File: src/rtl/bwd_pkg.sv
package bwd_pkg;
    localparam int ADDR_W        = 64;
    localparam int IO_GRAN_BITS  = 12;
    localparam int MEM_GRAN_BITS = 20;
    localparam logic [3:0] IO_TYPE_WIDE = 4'h1;
    localparam logic [3:0] PF_TYPE_WIDE = 4'h1;

    typedef enum logic [1:0] {WK_IO, WK_MEM, WK_PREF} win_kind_e;
    typedef enum logic {ST_IDLE, ST_REPORT} dec_state_e;

    typedef struct packed {
        logic io;
        logic mem;
        logic pref;
        logic vga;
    } hit_vec_t;
endpackage

File: src/rtl/bwd_win_bounds.sv
module bwd_win_bounds
    import bwd_pkg::*;
#(
    parameter win_kind_e KIND     = WK_MEM,
    parameter bit        IS_LIMIT = 1'b0
) (
    input  logic [15:0]       packed_w,
    input  logic [31:0]       upper_ext,
    output logic [ADDR_W-1:0] bound
);
    generate
        if (KIND == WK_IO) begin : g_io
            logic wide;
            logic unused_bits;
            assign wide        = (packed_w[3:0] == IO_TYPE_WIDE);
            assign unused_bits = ^{packed_w[15:8], upper_ext[31:16]};
            assign bound = {32'h0, (wide ? upper_ext[15:0] : 16'h0),
                            packed_w[7:4], {IO_GRAN_BITS{IS_LIMIT}}};
        end else if (KIND == WK_MEM) begin : g_mem
            logic unused_bits;
            assign unused_bits = ^{packed_w[3:0], upper_ext};
            assign bound = {32'h0, packed_w[15:4], {MEM_GRAN_BITS{IS_LIMIT}}};
        end else begin : g_pref
            logic wide;
            assign wide  = (packed_w[3:0] == PF_TYPE_WIDE);
            assign bound = {(wide ? upper_ext : 32'h0), packed_w[15:4],
                            {MEM_GRAN_BITS{IS_LIMIT}}};
        end
    endgenerate
endmodule

File: src/rtl/bwd_range_hit.sv
module bwd_range_hit
    import bwd_pkg::*;
(
    input  logic              en,
    input  logic [ADDR_W-1:0] addr,
    input  logic [ADDR_W-1:0] lo,
    input  logic [ADDR_W-1:0] hi,
    output logic              hit
);
    assign hit = en && (addr >= lo) && (addr <= hi);
endmodule

File: src/rtl/bridge_window_decode.sv
module bridge_window_decode
    import bwd_pkg::*;
(
    input  logic              clk,
    input  logic              rst_n,
    input  logic              req_valid,
    input  logic              req_is_io,
    input  logic [ADDR_W-1:0] req_addr,
    input  logic [7:0]        io_base_b,
    input  logic [7:0]        io_limit_b,
    input  logic [15:0]       io_base_up,
    input  logic [15:0]       io_limit_up,
    input  logic [15:0]       mem_base_w,
    input  logic [15:0]       mem_limit_w,
    input  logic [15:0]       pf_base_w,
    input  logic [15:0]       pf_limit_w,
    input  logic [31:0]       pf_base_up,
    input  logic [31:0]       pf_limit_up,
    input  logic              io_space_en,
    input  logic              mem_space_en,
    input  logic              legacy_disp_en,
    output logic              res_valid,
    output logic              hit_io,
    output logic              hit_mem,
    output logic              hit_pref,
    output logic              hit_vga,
    output logic              fwd
);
    localparam int NWIN = 3;
    localparam int NVGA = 3;
    localparam logic [ADDR_W-1:0] VGA_LO [NVGA] = '{64'hA0000, 64'h3B0, 64'h3C0};
    localparam logic [ADDR_W-1:0] VGA_HI [NVGA] = '{64'hBFFFF, 64'h3BB, 64'h3DF};

    // window index 0 = I/O, 1 = memory, 2 = prefetchable
    logic [15:0]       lo_word [NWIN];
    logic [15:0]       hi_word [NWIN];
    logic [31:0]       lo_up   [NWIN];
    logic [31:0]       hi_up   [NWIN];
    logic [ADDR_W-1:0] win_lo  [NWIN];
    logic [ADDR_W-1:0] win_hi  [NWIN];
    logic [NWIN-1:0]   win_en;
    logic [NWIN-1:0]   win_hit;
    logic [NVGA-1:0]   vga_en;
    logic [NVGA-1:0]   vga_hit;

    assign lo_word[0] = {8'h0, io_base_b};
    assign hi_word[0] = {8'h0, io_limit_b};
    assign lo_up[0]   = {16'h0, io_base_up};
    assign hi_up[0]   = {16'h0, io_limit_up};
    assign lo_word[1] = mem_base_w;
    assign hi_word[1] = mem_limit_w;
    assign lo_up[1]   = 32'h0;
    assign hi_up[1]   = 32'h0;
    assign lo_word[2] = pf_base_w;
    assign hi_word[2] = pf_limit_w;
    assign lo_up[2]   = pf_base_up;
    assign hi_up[2]   = pf_limit_up;

    assign win_en[0] = io_space_en  &&  req_is_io;
    assign win_en[1] = mem_space_en && !req_is_io;
    assign win_en[2] = mem_space_en && !req_is_io;

    assign vga_en[0] = legacy_disp_en && mem_space_en && !req_is_io;
    assign vga_en[1] = legacy_disp_en && io_space_en  &&  req_is_io;
    assign vga_en[2] = legacy_disp_en && io_space_en  &&  req_is_io;

    genvar gi;
    generate
        for (gi = 0; gi < NWIN; gi++) begin : g_win
            localparam win_kind_e K = (gi == 0) ? WK_IO : ((gi == 1) ? WK_MEM : WK_PREF);
            bwd_win_bounds #(.KIND(K), .IS_LIMIT(1'b0)) u_lo (
                .packed_w(lo_word[gi]), .upper_ext(lo_up[gi]), .bound(win_lo[gi]));
            bwd_win_bounds #(.KIND(K), .IS_LIMIT(1'b1)) u_hi (
                .packed_w(hi_word[gi]), .upper_ext(hi_up[gi]), .bound(win_hi[gi]));
            bwd_range_hit u_cmp (
                .en(win_en[gi]), .addr(req_addr), .lo(win_lo[gi]), .hi(win_hi[gi]),
                .hit(win_hit[gi]));
        end
        for (gi = 0; gi < NVGA; gi++) begin : g_vga
            bwd_range_hit u_cmp (
                .en(vga_en[gi]), .addr(req_addr), .lo(VGA_LO[gi]), .hi(VGA_HI[gi]),
                .hit(vga_hit[gi]));
        end
    endgenerate

    // priority: legacy display, then prefetchable, then memory; I/O is exclusive by type
    hit_vec_t sel_d;
    always_comb begin
        sel_d = '0;
        if (|vga_hit)        sel_d.vga  = 1'b1;
        else if (win_hit[2]) sel_d.pref = 1'b1;
        else if (win_hit[1]) sel_d.mem  = 1'b1;
        else if (win_hit[0]) sel_d.io   = 1'b1;
    end

    dec_state_e state_q, state_d;

    always_comb begin
        state_d = state_q;
        unique case (state_q)
            ST_IDLE:   if (req_valid)  state_d = ST_REPORT;
            ST_REPORT: if (!req_valid) state_d = ST_IDLE;
            default:                   state_d = ST_IDLE;
        endcase
    end

    always_ff @(posedge clk or negedge rst_n) begin
        if (!rst_n) state_q <= ST_IDLE;
        else        state_q <= state_d;
    end

    hit_vec_t hits_q;
    logic     fwd_q;

    always_ff @(posedge clk or negedge rst_n) begin
        if (!rst_n) begin
            hits_q <= '0;
            fwd_q  <= 1'b0;
        end else if (req_valid) begin
            hits_q <= sel_d;
            fwd_q  <= (|vga_hit) || (|win_hit);
        end
    end

    assign res_valid = (state_q == ST_REPORT);
    assign hit_io    = hits_q.io;
    assign hit_mem   = hits_q.mem;
    assign hit_pref  = hits_q.pref;
    assign hit_vga   = hits_q.vga;
    assign fwd       = fwd_q;
endmodule

File: config.mk
export PLATFORM = sky130hd
export DESIGN_NAME = bridge_window_decode
export DESIGN_NICKNAME = d
export VERILOG_FILES = /design/src/rtl/bwd_pkg.sv /design/src/rtl/bwd_win_bounds.sv /design/src/rtl/bwd_range_hit.sv /design/src/rtl/bridge_window_decode.sv
export SDC_FILE = /design/constraint.sdc
export NUM_CORES = 1
export LEC_CHECK = 0
export ABC_AREA = 1
export BUFFER_PORTS_ARGS = -buffer_cell sky130_fd_sc_hd__buf_2
export CELL_PAD_IN_SITES_DETAIL_PLACEMENT = 1
export CELL_PAD_IN_SITES_GLOBAL_PLACEMENT = 1
export CORE_MARGIN = 3
export CORE_UTILIZATION = 28
export CTS_CLUSTER_DIAMETER = 120
export DETAILED_ROUTE_END_ITERATION = 16
export HOLD_SLACK_MARGIN = 0.05
export PLACE_DENSITY = 0.77
export SLEW_MARGIN = 20
export SYNTH_ARGS = -nofsm -noshare
export SYNTH_HDL_FRONTEND = slang
export SYNTH_SLANG_ARGS = --single-unit
File: constraint.sdc
create_clock -name clk -period 0.8 [get_ports clk]
set_input_delay 0.04 -clock clk [delete_from_list [all_inputs] [get_ports clk]]
set_output_delay 0.04 -clock clk [all_outputs]
set_load 0.1 [all_outputs]
**After elaboration in Yosys (flattened, before gate mapping)**

Index checks and enable logic that the tools add are counted.

- Muxes and demuxes: 12
- $lt $le $gt $ge: 12
- Multipliers: 0
- Eq/ne operators: 4
- Shift-type cells: 0
- $add $sub $neg: 0
- Bitwise logic cells: 0
- Reductions and logical operators: 22
- Divide/modulo/power cells: 0

Operators with widths:

| cell | count |
|---|---|
| $ge 64x10->1 const B | 2 |
| $ge 64x32->1 | 2 |
| $le 64x10->1 const B | 2 |
| $le 64x32->1 | 2 |
| $ge 64x20->1 const B | 1 |
| $ge 64x64->1 | 1 |
| $le 64x20->1 const B | 1 |
| $le 64x64->1 | 1 |
| $mux 32 | 2 |
| $mux 16 | 2 |
| $logic_and 1x1->1 | 18 |
| $eq 4x1->1 const B | 4 |
| $mux 1 | 6 |
| $reduce_or 3->1 | 2 |
| $mux 3 | 1 |
| $mux 2 | 1 |
| $logic_not 1->1 | 1 |
| $logic_or 1x1->1 | 1 |

- Memories kept: 0
- Latch bits: 0
- Bits in read-only memories: 0
- RAM bits: 0
- Output and inout bits: 6
- Register bits after elaboration: 6

**Logic depth before layout (Yosys ltp)**

Gate-level depths: netlist of run 1.

- Depth in word-level cells: 9
- Depth in mapped cells: 20
- Gate-level depth less buffers: 19

**Hierarchy**

A second synthesis of run 1 with hierarchy kept.

- Cells, all modules: 4027
- Area, all modules: 24737.5 sq um

Modules (own cells, without submodules):

| module | cells each | area each (sq um) | times used |
|---|---|---|---|
| bwd_range_hit | 580 | 3519.6 | 6 |
| bwd_win_bounds at g_win[2].u_hi ... | 104 | 628.1 | 2 |
| bwd_win_bounds at g_win[0].u_hi | 87 | 549.3 | 1 |
| bwd_win_bounds at g_win[0].u_lo | 86 | 545.5 | 1 |
| bwd_win_bounds at g_win[1].u_hi | 66 | 488.0 | 1 |
| bwd_win_bounds at g_win[1].u_lo | 65 | 484.2 | 1 |
| bridge_window_decode | 35 | 296.5 | 1 |

**Worst setup path before layout of run 1**

Ideal clock, no wire load.

- Path type: input to register
- Start: in pf_limit_w[1]
- End: reg fwd_q (netlist: fwd)
- Library setup time: 0.121 ns
- Required time: 0.679 ns
- Path slack: -1.443 ns
- Data arrival time: 2.122 ns
- Stages: 16
- Path buffers: 1
- Cell sequence: nor4_1 -> clkbuf_1 -> nand2_1 -> ha_1 -> nand2_1 -> nor2_1 -> and2_1 -> nand3_1 -> nor2_1 -> nand2_1 -> nand3_1 -> nand2_1 -> nand3_1 -> nand2_1 -> nor2_1 -> nor2_1

- Cells in the longest elaborated chain, start to end: 6

Ends and longest elaborated chain:

| element | RTL line | RTL |
|---|---|---|
| start: declaration | bridge_window_decode.sv:16 | `input logic [15:0] pf_limit_w,` |
| $eq 4x1->1 | bwd_win_bounds.sv:25 | `assign wide = (packed_w[3:0] == PF_TYPE_WIDE);` |
| $mux 32 | bwd_win_bounds.sv:26 | `assign bound = {(wide ? upper_ext : 32'h0), packed_w[15:4],` |
| $le 64x64->1 | bwd_range_hit.sv:10 | `assign hit = en && (addr >= lo) && (addr <= hi);` |
| $logic_and 1x1->1 | bwd_range_hit.sv:10 |  |
| $reduce_or 3->1 | bridge_window_decode.sv:121 | `fwd_q <= (\|vga_hit) \|\| (\|win_hit);` |
| $logic_or 1x1->1 | bridge_window_decode.sv:121 |  |
| end signal: assignment | bridge_window_decode.sv:121 |  |
| end: declaration | bridge_window_decode.sv:113 | `logic fwd_q;` |

No other way between the ends.
A chain may end at the register's enable or synchronous reset.

**Final worst setup path of run 1**

- Start: in pf_base_w[1]
- End: reg fwd_q (netlist: fwd)

- Cells in the longest elaborated chain, start to end: 7

Ends and longest elaborated chain:

| element | RTL line | RTL |
|---|---|---|
| start: declaration | bridge_window_decode.sv:15 | `input logic [15:0] pf_base_w,` |
| $eq 4x1->1 | bwd_win_bounds.sv:25 |  |
| $mux 32 | bwd_win_bounds.sv:26 |  |
| $ge 64x64->1 | bwd_range_hit.sv:10 |  |
| $logic_and 1x1->1 (2 in series) | bwd_range_hit.sv:10 |  |
| $reduce_or 3->1 | bridge_window_decode.sv:121 |  |
| $logic_or 1x1->1 | bridge_window_decode.sv:121 |  |

No other way between the ends.

==> results.ini, run 1 <==
[clock_tree]
cts.clk_slew.worst_paths_ns=0.03
clock_latency_ns=0.23
clockRootBuffer=clkbuf_16
cts_num_sinks=6
htree_num_levels=1
clk_path_buf_depth=2
cts_tree=built
numCtsBuffers=3

[drt]
num_vias=7575
drt-total-wl_um=28500
firstDrtPassIters=4
ant_nets=0
drtIter0Drc=181
drc=0
wire_per_inst_um=19.2
vias_per_cell=5.11

[logic_synthesis]
synth_area_leaders=ha_1, nand2_1, inv_1
synthArstFlopShare=1.00
avgSynthCellArea_sq_um=5.78
synthTopCellsByCount=nand2_1, ha_1, inv_1
ys_seq_elements=6
synth_edf_count=0
ys.flop_type=dfrtp_1
synthCells=918
syn_area_sq_mm=0.00531
ys_types=30
synth_warnings=0
yosysTopAreaCell=ha_1
yosysMostFrequentCell=nand2_1
ys_seq_area_frac=0.0283
synth_top_area_share=0.358
synth_nets=1317

[floorplan]
fp.coreArea_sq_mm=0.0183
io_pins=253
fp.dieArea_sq_mm=0.0206
die_h_um=144
rows=49
initial_utilization=0.291
die_w_um=144

[timing]
period_share=2.92
worst_slew_pin_slew_ns=0.351
max_clock_freq_mhz=429
relSlewSlack=0.764
rsz0062_at_grt=true
hold_viol_final=0
setup_tns_ns=-6.16
setup_ws_ns=-1.53
final-max-slew-violation-count=0
fin_worst_skew_ns=0
setup_viol=11
fin_crit_ns=2.33

[placed_design]
portBuffers=244
gp_congestion=0.860
place_area_sq_mm=0.00756
post-dp-hpwl_um=19300
pre_cts_ws_ns=-1.59

[setup_path]
rrSetupSlack_ns=0.09
cp-endpoint=fwd
timing.rr.start=fwd
critPathArrivalTime_ns=2.45
crit_path_start=pf_base_w[1]
cp-start-kind=input port
worstPathRequired_ns=0.91
cp_max_fo=7
r2r-end=fwd
cp-end-kind=flip-flop
worst-r2r-cell-count=2
worst-setup-path-type=in -> reg

[global_route]
grt_max_degree=17
overflow=0
met1_usage=0.247
grt_pass1_vias=7656
grt_use_total=0.218
grt_antenna_before_repair=2
grt_pass1_wl_um=36500
grtUsageMet3=0.0263
grt_use_met2=0.429
busiest_layer=met2

[final_layout]
multi_input_area_sq_mm=0.00602
syn2layout_area_growth_pct=78.0
regArea_sq_um=158
design_area_sq_mm=0.00945
layout-drive-gt1-share=0.462
fillers=2347
final_core_util=0.517
nets=1651

[status]
status=complete, but fails checks
violations=setup timing

[power]
swShare=0.457
p_sw_mw=2.39
seq_power_share=0.064
p_clk_frac=0.156
combPwrFrac=0.780
power_mw=5.22
powerDensity_mw_per_mm2=553
p_int_mw=2.84
peakVddDrop_mv=0.447
power_leakage_nw=4.72

[hold_path]
hp-class=in -> reg

[flow_run]
max_cap_violations=0

==> worst max-delay path: stages <==
cell	delay, ns
buf_6	0.10
nor4_4	0.27
buf_6	0.16
buf_6	0.10
buf_8	0.13
nand2_4	0.07
ha_4	0.26
a21oi_1	0.28
o21ai_0	0.24
nor2_1	0.17
nand2_1	0.08
nand2_1	0.06
nand4_1	0.17
nand3_4	0.12
nand2_1	0.06
nor2_1	0.10
nor2_1	0.04
==> worst min-delay path by stage <==
stage / endpoint / slack [ns] / depth (start not counted) / start
floorplan: fwd / -0.26 / 0 / rst_n
global placement: res_valid / -0.13 / 1 / rst_n
detailed placement: res_valid / -0.12 / 1 / rst_n
CTS: res_valid / 0.08 / 2 / req_valid
global route: res_valid / 0.09 / 2 / req_valid
finish: res_valid / 0.08 / 2 / req_valid
==> flip-flops by register name (all words and copies together), names as in the netlist <==
| register | count |
|---|---|
| res_valid | 1 |
| hit_mem | 1 |
| hit_pref | 1 |
| hit_io | 1 |
| hit_vga | 1 |
| fwd | 1 |
==> per-stage QoR <==
stage          instances  hold slack (ns)
2_1_floorplan        918           -0.256
4_1_cts             1467           0.0763
3_5_place_dp        1450           -0.125
6_report            1482           0.0833
3_3_place_gp        1450           -0.132
5_1_grt             1480           0.0866
==> cells by family (layout without fill, tap and decap cells) <==
family / count (synthesis) / count (layout) / synth area share
other: 0 / 3 / 0
DFF: 6 / 6 / 0.0283
and+or+nand+nor: 510 / 510 / 0.402
adders and majority gates: 152 / 152 / 0.358
AOI/OAI and AO/OA: 103 / 103 / 0.107
buffers and inverters: 147 / 479 / 0.104
==> repair_timing <==
item	CTS	global route
hold endpoints to repair	6	0
cloned	5	2
buffers inserted	9	11
pin swaps	44	83
gates resized for setup	129	167
endpoints found under the setup margin	11	11
hold buffers	1	0
==> layer usage <==
metal  vias up  share of wire  wire length [um]
li1       3659              -                 -
met1      3548           0.37             10500
met2       293           0.54             15400
met3        73          0.054              1530
met4         2          0.038              1070
met5         -        0.00025                 7
==> layout by cell type (no fill, tap or decap), types with 6 or more instances in the layout <==
cell | synthesis | layout
inv_2 | 3 | 7
nand3_1 | 30 | 20
ha_1 | 152 | 99
a21oi_1 | 69 | 55
a21oi_2 | 0 | 14
buf_8 | 0 | 6
a21o_1 | 10 | 10
dfrtp_2 | 0 | 6
nor2_1 | 101 | 60
buf_6 | 0 | 16
buf_4 | 0 | 77
inv_1 | 136 | 131
nand4_1 | 24 | 24
o21ai_0 | 12 | 9
ha_4 | 0 | 53
buf_12 | 0 | 13
nand2_2 | 0 | 64
nand2_1 | 322 | 240
nand2_4 | 0 | 18
nand3_4 | 0 | 6
nand3_2 | 3 | 7
o21a_1 | 8 | 8
nor2_2 | 8 | 25
buf_2 | 0 | 218
nor2_4 | 1 | 25
==> power by group through the flow <==
| stage | clock network (mW) | registers, mW | logic, mW |
|---|---|---|---|
| after CTS | 0.840 | 0.335 | 3.40 |
| after global routing | 0.846 | 0.336 | 4.49 |
| final | 0.813 | 0.334 | 4.08 |
| after floorplan | 0 | 0.421 | 1.45 |
| after detailed placement | 0 | 0.338 | 3.09 |
| after global placement | 0 | 0.337 | 2.98 |
==> cell type report <==
type | instances | area share
Multi-Input combinational cell | 765 | 0.638
Timing Repair Buffer | 337 | 0.251
Inverter | 139 | 0.0555
Tap cell | 229 | 0.0303
Sequential cell | 6 | 0.0167
Clock buffer | 3 | 0.00795
Antenna cell | 3 | 0.000795
(Power assumes the default switching activity.)
==> run 2: changes to the inputs <==
--- a/config.mk
+++ b/config.mk
@@ -10,12 +10,14 @@
 export CELL_PAD_IN_SITES_DETAIL_PLACEMENT = 1
 export CELL_PAD_IN_SITES_GLOBAL_PLACEMENT = 1
 export CORE_MARGIN = 3
-export CORE_UTILIZATION = 28
+export CORE_UTILIZATION = 40
 export CTS_CLUSTER_DIAMETER = 120
 export DETAILED_ROUTE_END_ITERATION = 16
 export HOLD_SLACK_MARGIN = 0.05
-export PLACE_DENSITY = 0.77
+export PLACE_DENSITY = 0.79
+export REMOVE_ABC_BUFFERS = 1
 export SLEW_MARGIN = 20
 export SYNTH_ARGS = -nofsm -noshare
 export SYNTH_HDL_FRONTEND = slang
+export SYNTH_HIERARCHICAL = 1
 export SYNTH_SLANG_ARGS = --single-unit
==> run 2 against run 1 <==
Effect of this change:
- the flow still finishes with violations (setup timing)
- non-clock buffer count increased by 177
- final cell count grew to 3.8 times the previous value
- critical path depth increased by 4
- power increased to 3.1 times the previous value
- hold slack better by 0.040 ns
- die area rose to 3.1 times the previous value
- critical endpoint unchanged
- largest power group unchanged
==> results.ini, run 2 <==
[global_route]
overflow=0
grt_pass1_wl_um=127000
grt_max_degree=19
grt_pass1_vias=26800
grt_antenna_before_repair=1
grt_use_total=0.241

[drt]
drtIter0Drc=655
drc=0
wire_per_inst_um=14.5
num_vias=25500
vias_per_cell=4.52
drt-total-wl_um=81500
ant_nets=0
firstDrtPassIters=5

[clock_tree]
clockRootBuffer=clkbuf_16
clk_path_buf_depth=2
cts_tree=built
clock_latency_ns=0.23
cts_num_sinks=6
numCtsBuffers=3
htree_num_levels=1
cts.clk_slew.worst_paths_ns=0.04

[logic_synthesis]
yosysMostFrequentCell=inv_1
synthArstFlopShare=1.00
muxShareOfSynthArea=0
synth_compound_area_frac=0.0997
ys_types=26
synth-xor-area-share=0
synth_area_leaders=ha_1, inv_1, nand2_1
yosysTopAreaCell=ha_1
avgSynthCellArea_sq_um=6.14
ys.flop_type=dfrtp_1
synthAdderAreaFrac=0.388
synth_edf_count=0
synth_warnings=6
synthCells=4027
ys_seq_elements=6
syn_area_sq_mm=0.0247
ys_seq_area_frac=0.00607
synth_top_area_share=0.388
synth_top_family_by_area=adder cells
synthTopCellsByCount=inv_1, nand2_1, ha_1
synthSimpleGateAreaFrac=0.242

[setup_path]
cp-start-kind=input port
crit_path_max_incr_delay_ns=0.29
crit_path_start=pf_base_w[3]
worst-r2r-cell-count=2
crit_path_cell_trace=buf_2 > nor2_2 > nand2_2 > buf_12 > nor2_2 > inv_1 > ha_1 > nand2_1 > inv_1 > o21ai_2 > nand2_1 > a21oi_2 > nand2_1 > nor2_2 > nand2_2 > nand2_2 > nor2_4 > nor2_2 > nand2_1 > nor2_2 > nor2_1
worstPathRequired_ns=0.92
cp_top_family=simple AND/OR/NAND/NOR gates
critPathArrivalTime_ns=2.49
path_common_cell=nor2_2
r2r-end=hit_io
cp_max_fo=18
timing.rr.start=hit_io
rrSetupSlack_ns=0.04
critPathBufInv=4
slowest_stage=ha_1
worst-setup-path-type=in -> reg
cp-end-kind=flip-flop

[timing]
fin_worst_skew_ns=0
max_clock_freq_mhz=422
setup_viol=11
fin_crit_ns=2.37
period_share=2.96
hold_viol_final=0
final-max-slew-violation-count=0
rsz0062_at_grt=true
setup_ws_ns=-1.57
setup_tns_ns=-7.65

[hold_path]
min_path_cells=2
hp-class=in -> reg
hold_path.startpoint=req_valid
worstHoldEndpoint=hit_vga

[flow_run]
max_cap_violations=0

[floorplan]
initial_utilization=0.407
fp.coreArea_sq_mm=0.0608
die_w_um=255
fp.dieArea_sq_mm=0.0649
io_pins=253
die_h_um=255
rows=90

[power]
peakVddDrop_mv=0.686
p_sw_mw=8.78
power_leakage_nw=17.9
seq_power_share=0.023
p_int_mw=7.16
combPwrFrac=0.923
swShare=0.551
p_clk_frac=0.054
powerDensity_mw_per_mm2=510

[placed_design]
place_area_sq_mm=0.0294
gp_congestion=0.839
post-dp-hpwl_um=66700
portBuffers=244

[final_layout]
nets=5871
final_common_cell=inv_1
syn2layout_area_growth_pct=26.3
design_area_sq_mm=0.0312
fillers=8601
layout_common_cells=inv_1, nand2_1, ha_1
layout-drive-gt1-share=0.188

[status]
status=complete, but fails checks
violations=setup timing

run 2: cell types whose count changed after synthesis, sizes merged, moves of 10 or more:
cell / change
a21o: +38
a21oi: +243
buf: +296
conb: +10
ha: +616
inv: +987
nand2: +590
nand3: -15
nand4: +35
nor2: +236
nor3: +12
o21a: +11
o21ai: +56
run 2: through the flow:
| step | cells | utilization | total power, mW | hold WS [ns] | setup WS (ns) |
|---|---|---|---|---|---|
| final | 5637 | 0.514 | 15.9 | 0.123 | -1.57 |
| after global routing | 5637 | 0.514 | 18.2 | 0.130 | -1.72 |
| after CTS | 5631 | 0.507 | 15.2 | 0.125 | -1.37 |
| after detailed placement | 5614 | 0.484 | 13.6 | -0.113 | -1.79 |
| after global placement | 5614 | 0.484 | 13.0 | -0.111 | -1.66 |
| after floorplan | 4337 | - | 8.24 | -0.256 | -1.52 |
run 2: final cells by class:
class / count / area, sq um / share of cell area
timing repair buffer: 514 / 4130 / 0.132
antenna: 1 / 2.50 / 0.0000801
sequential: 6 / 154 / 0.00493
inverter: 1126 / 4230 / 0.135
multi-input combinational: 3205 / 21700 / 0.694
tap: 782 / 978 / 0.0313
clock buffer: 3 / 75.1 / 0.00240
run 2: layer usage:
metal / global-route usage / wire length [um]
met1: 0.276 / 34700
met2: 0.466 / 41100
met3: 0.0150 / 1990
met4: 0.0907 / 3650
met5: 0 / 0
run 2: kinds of logic (layout without fill, tap and decap cells):
group / count (synthesis) / after routing
compound gates: 454 / 454
other cells: 10 / 617
flops: 6 / 6
simple gates: 1367 / 1367
buf+inv: 1422 / 1643
fa+ha+maj: 768 / 768
run 2: worst max path at each step:
stage                     cells past startpoint  slack, ns  endpoint
final                                        21      -1.57       fwd
after global routing                         21      -1.72       fwd
after CTS                                    19      -1.37       fwd
after detailed placement                     19      -1.79       fwd
after global placement                       19      -1.66       fwd
after floorplan                              17      -1.52       fwd
run 2: repair_timing:
item                       4_1_cts  5_1_grt
cloned                           3        0
hold endpoints to repair         7        0
setup buffers                    9        5
hold buffers                     2        0
setup endpoints to repair       11       11
pin swaps                       89       44
gates resized for setup        239       72
run 2: worst register-to-register path: stages (launching register included):
cell	delay (ns)
dfrtp_2	0.46
nand2_1	0.12
o21ai_2	0.06
run 2: power groups by stage:
stage,combinational [mW],clock (mW),sequential (mW)
after floorplan,7.73,0,0.508
after CTS,14.0,0.888,0.369
after global placement,12.6,0,0.371
after global routing,16.9,0.905,0.370
final,14.7,0.863,0.369
after detailed placement,13.2,0,0.372
==> run 3: changes to the inputs <==
--- a/config.mk
+++ b/config.mk
@@ -14,7 +14,7 @@
 export CTS_CLUSTER_DIAMETER = 120
 export DETAILED_ROUTE_END_ITERATION = 16
 export HOLD_SLACK_MARGIN = 0.05
-export PLACE_DENSITY = 0.79
+export PLACE_DENSITY_LB_ADDON = 0.15
 export REMOVE_ABC_BUFFERS = 1
 export SLEW_MARGIN = 20
 export SYNTH_ARGS = -nofsm -noshare
==> run 3 against run 2 <==
Effect of this change:
- the run still ends with setup timing left
- global-route usage shrank 1.4 points
- utilization is the same
- worst setup slack gained 0.086 ns
- register-to-register slack is essentially flat
- first-iteration DRC count shrank 25%
==> results.ini, run 3 (same netlist as run 2, synthesis figures left out) <==
[final_layout]
layout_common_cells=inv_1, nand2_1, ha_1
regArea_sq_um=156
nets=5873
design_area_sq_mm=0.0312
multi_input_area_sq_mm=0.0217
syn2layout_area_growth_pct=26.3
fillers=8651
layout-drive-gt1-share=0.189
finalNonFillerCells=5639
final_common_cell=inv_1

[setup_path]
worstPathRequired_ns=0.92
crit_path_max_incr_delay_ns=0.28
cp_max_fo=8
cp_top_family=simple AND/OR/NAND/NOR gates
worst-path-stages=20
crit_path_cell_trace=buf_2 > nor2_4 > nand2_4 > buf_12 > buf_16 > nor2_2 > inv_1 > ha_1 > nand2_2 > nor2_2 > nand4_1 > nor2_2 > nand2_2 > o21bai_4 > a21oi_4 > nor2_4 > nor2_2 > nand2_2 > nor2_2 > nor2_1
cp-start-kind=input port
cp-end-kind=flip-flop
worst-r2r-cell-count=2
path_common_cell=nor2_2
worst-setup-path-type=in -> reg
rrSetupSlack_ns=0.04
critPathBufInv=4
slowest_stage=ha_1
critPathArrivalTime_ns=2.40

[hold_path]
hp-class=in -> reg
min_path_cells=2

[placed_design]
pre_cts_ws_ns=-1.72
gp_congestion=0.843
place_area_sq_mm=0.0292
placedCellCount=5614
portBuffers=244
post-dp-hpwl_um=64400

[floorplan]
io_pins=253
fp.dieArea_sq_mm=0.0649
fp.coreArea_sq_mm=0.0608
rows=90
initial_utilization=0.407
die_h_um=255
die_w_um=255

[clock_tree]
htree_num_levels=1
cts.clk_slew.worst_paths_ns=0.03
clk_path_buf_depth=2
clock_latency_ns=0.23
cts_tree=built
clockRootBuffer=clkbuf_16
numCtsBuffers=3
cts_num_sinks=6

[power]
peakVddDrop_mv=0.501
powerDensity_mw_per_mm2=498
power_leakage_nw=18.0

[global_route]
grt_use_total=0.227
overflow=0
grt_max_degree=19
grt_pass1_wl_um=119000
grt_pass1_vias=25000
grt_antenna_before_repair=1

[timing]
period_share=2.85
fin_crit_ns=2.28
fin_worst_skew_ns=0
setup_viol=11
rsz0062_at_grt=true
setup_ws_ns=-1.48
max_clock_freq_mhz=438
final-max-slew-violation-count=0
hold_viol_final=0
whs_ns=0.129

[drt]
drc=0
num_vias=24700
vias_per_cell=4.38
drtIter0Drc=492
wire_per_inst_um=13.3
drt-total-wl_um=74800
ant_nets=0
firstDrtPassIters=4

[flow_run]
max_cap_violations=0

[status]
violations=setup timing
status=complete, but fails checks

-- run 3: worst reg2reg max path, stage by stage, from the launching register on --
cell and delay (ns):
dfrtp_2 0.47, nand2_1 0.12, o21ai_2 0.06
-- run 3: cell type report --
type | count | share of cell area
multi-input cells | 3205 | 0.694
inverters | 1126 | 0.135
repair buffers | 516 | 0.132
well taps | 782 | 0.0313
flip-flops and latches | 6 | 0.00501
clock buffers | 3 | 0.00240
diodes | 1 | 0.0000801
-- run 3: layer usage --
metal / global-route usage / vias to the layer above / routed length (um)
li1: - / 13200 / -
met1: 0.280 / 11200 / 33600
met2: 0.437 / 245 / 37800
met3: 0.0130 / 52 / 1830
met4: 0.0399 / 0 / 1490
met5: 0 / - / 0
-- run 3: per-stage QoR --
step	utilization	power [mW]	setup TNS [ns]
2_1_floorplan	-	8.24	-7.34
3_3_place_gp	0.481	13.0	-7.79
3_5_place_dp	0.481	13.5	-8.35
4_1_cts	0.501	14.9	-7.13
5_1_grt	0.514	18.0	-8.32
6_report	0.514	15.6	-7.62
-- run 3: power by group --
group          leakage [nW]  switching [mW]  total, mW  internal (mW)
combinational          17.9            8.19       14.3           6.15
clock                0.0370           0.187      0.830          0.643
sequential           0.0702          0.0508      0.382          0.331
-- run 3: final timing paths --
kind	start	endpoint
worst min-delay path	req_valid	res_valid
worst min register to register	hit_vga	hit_vga
worst max-delay path	pf_limit_w[2]	fwd
max in group asynchronous	rst_n	hit_vga
min in group asynchronous	rst_n	hit_mem
worst max register to register	hit_pref	hit_pref
-- run 3: timing repair --
item                                    CTS  global route
endpoints found under the setup margin   11            11
pin swaps                                73            78
endpoints found under the hold margin     6             0
gates resized for setup                 224           126
gates cloned                              2             1
hold buffers                              1             0
buffers inserted                          5            14
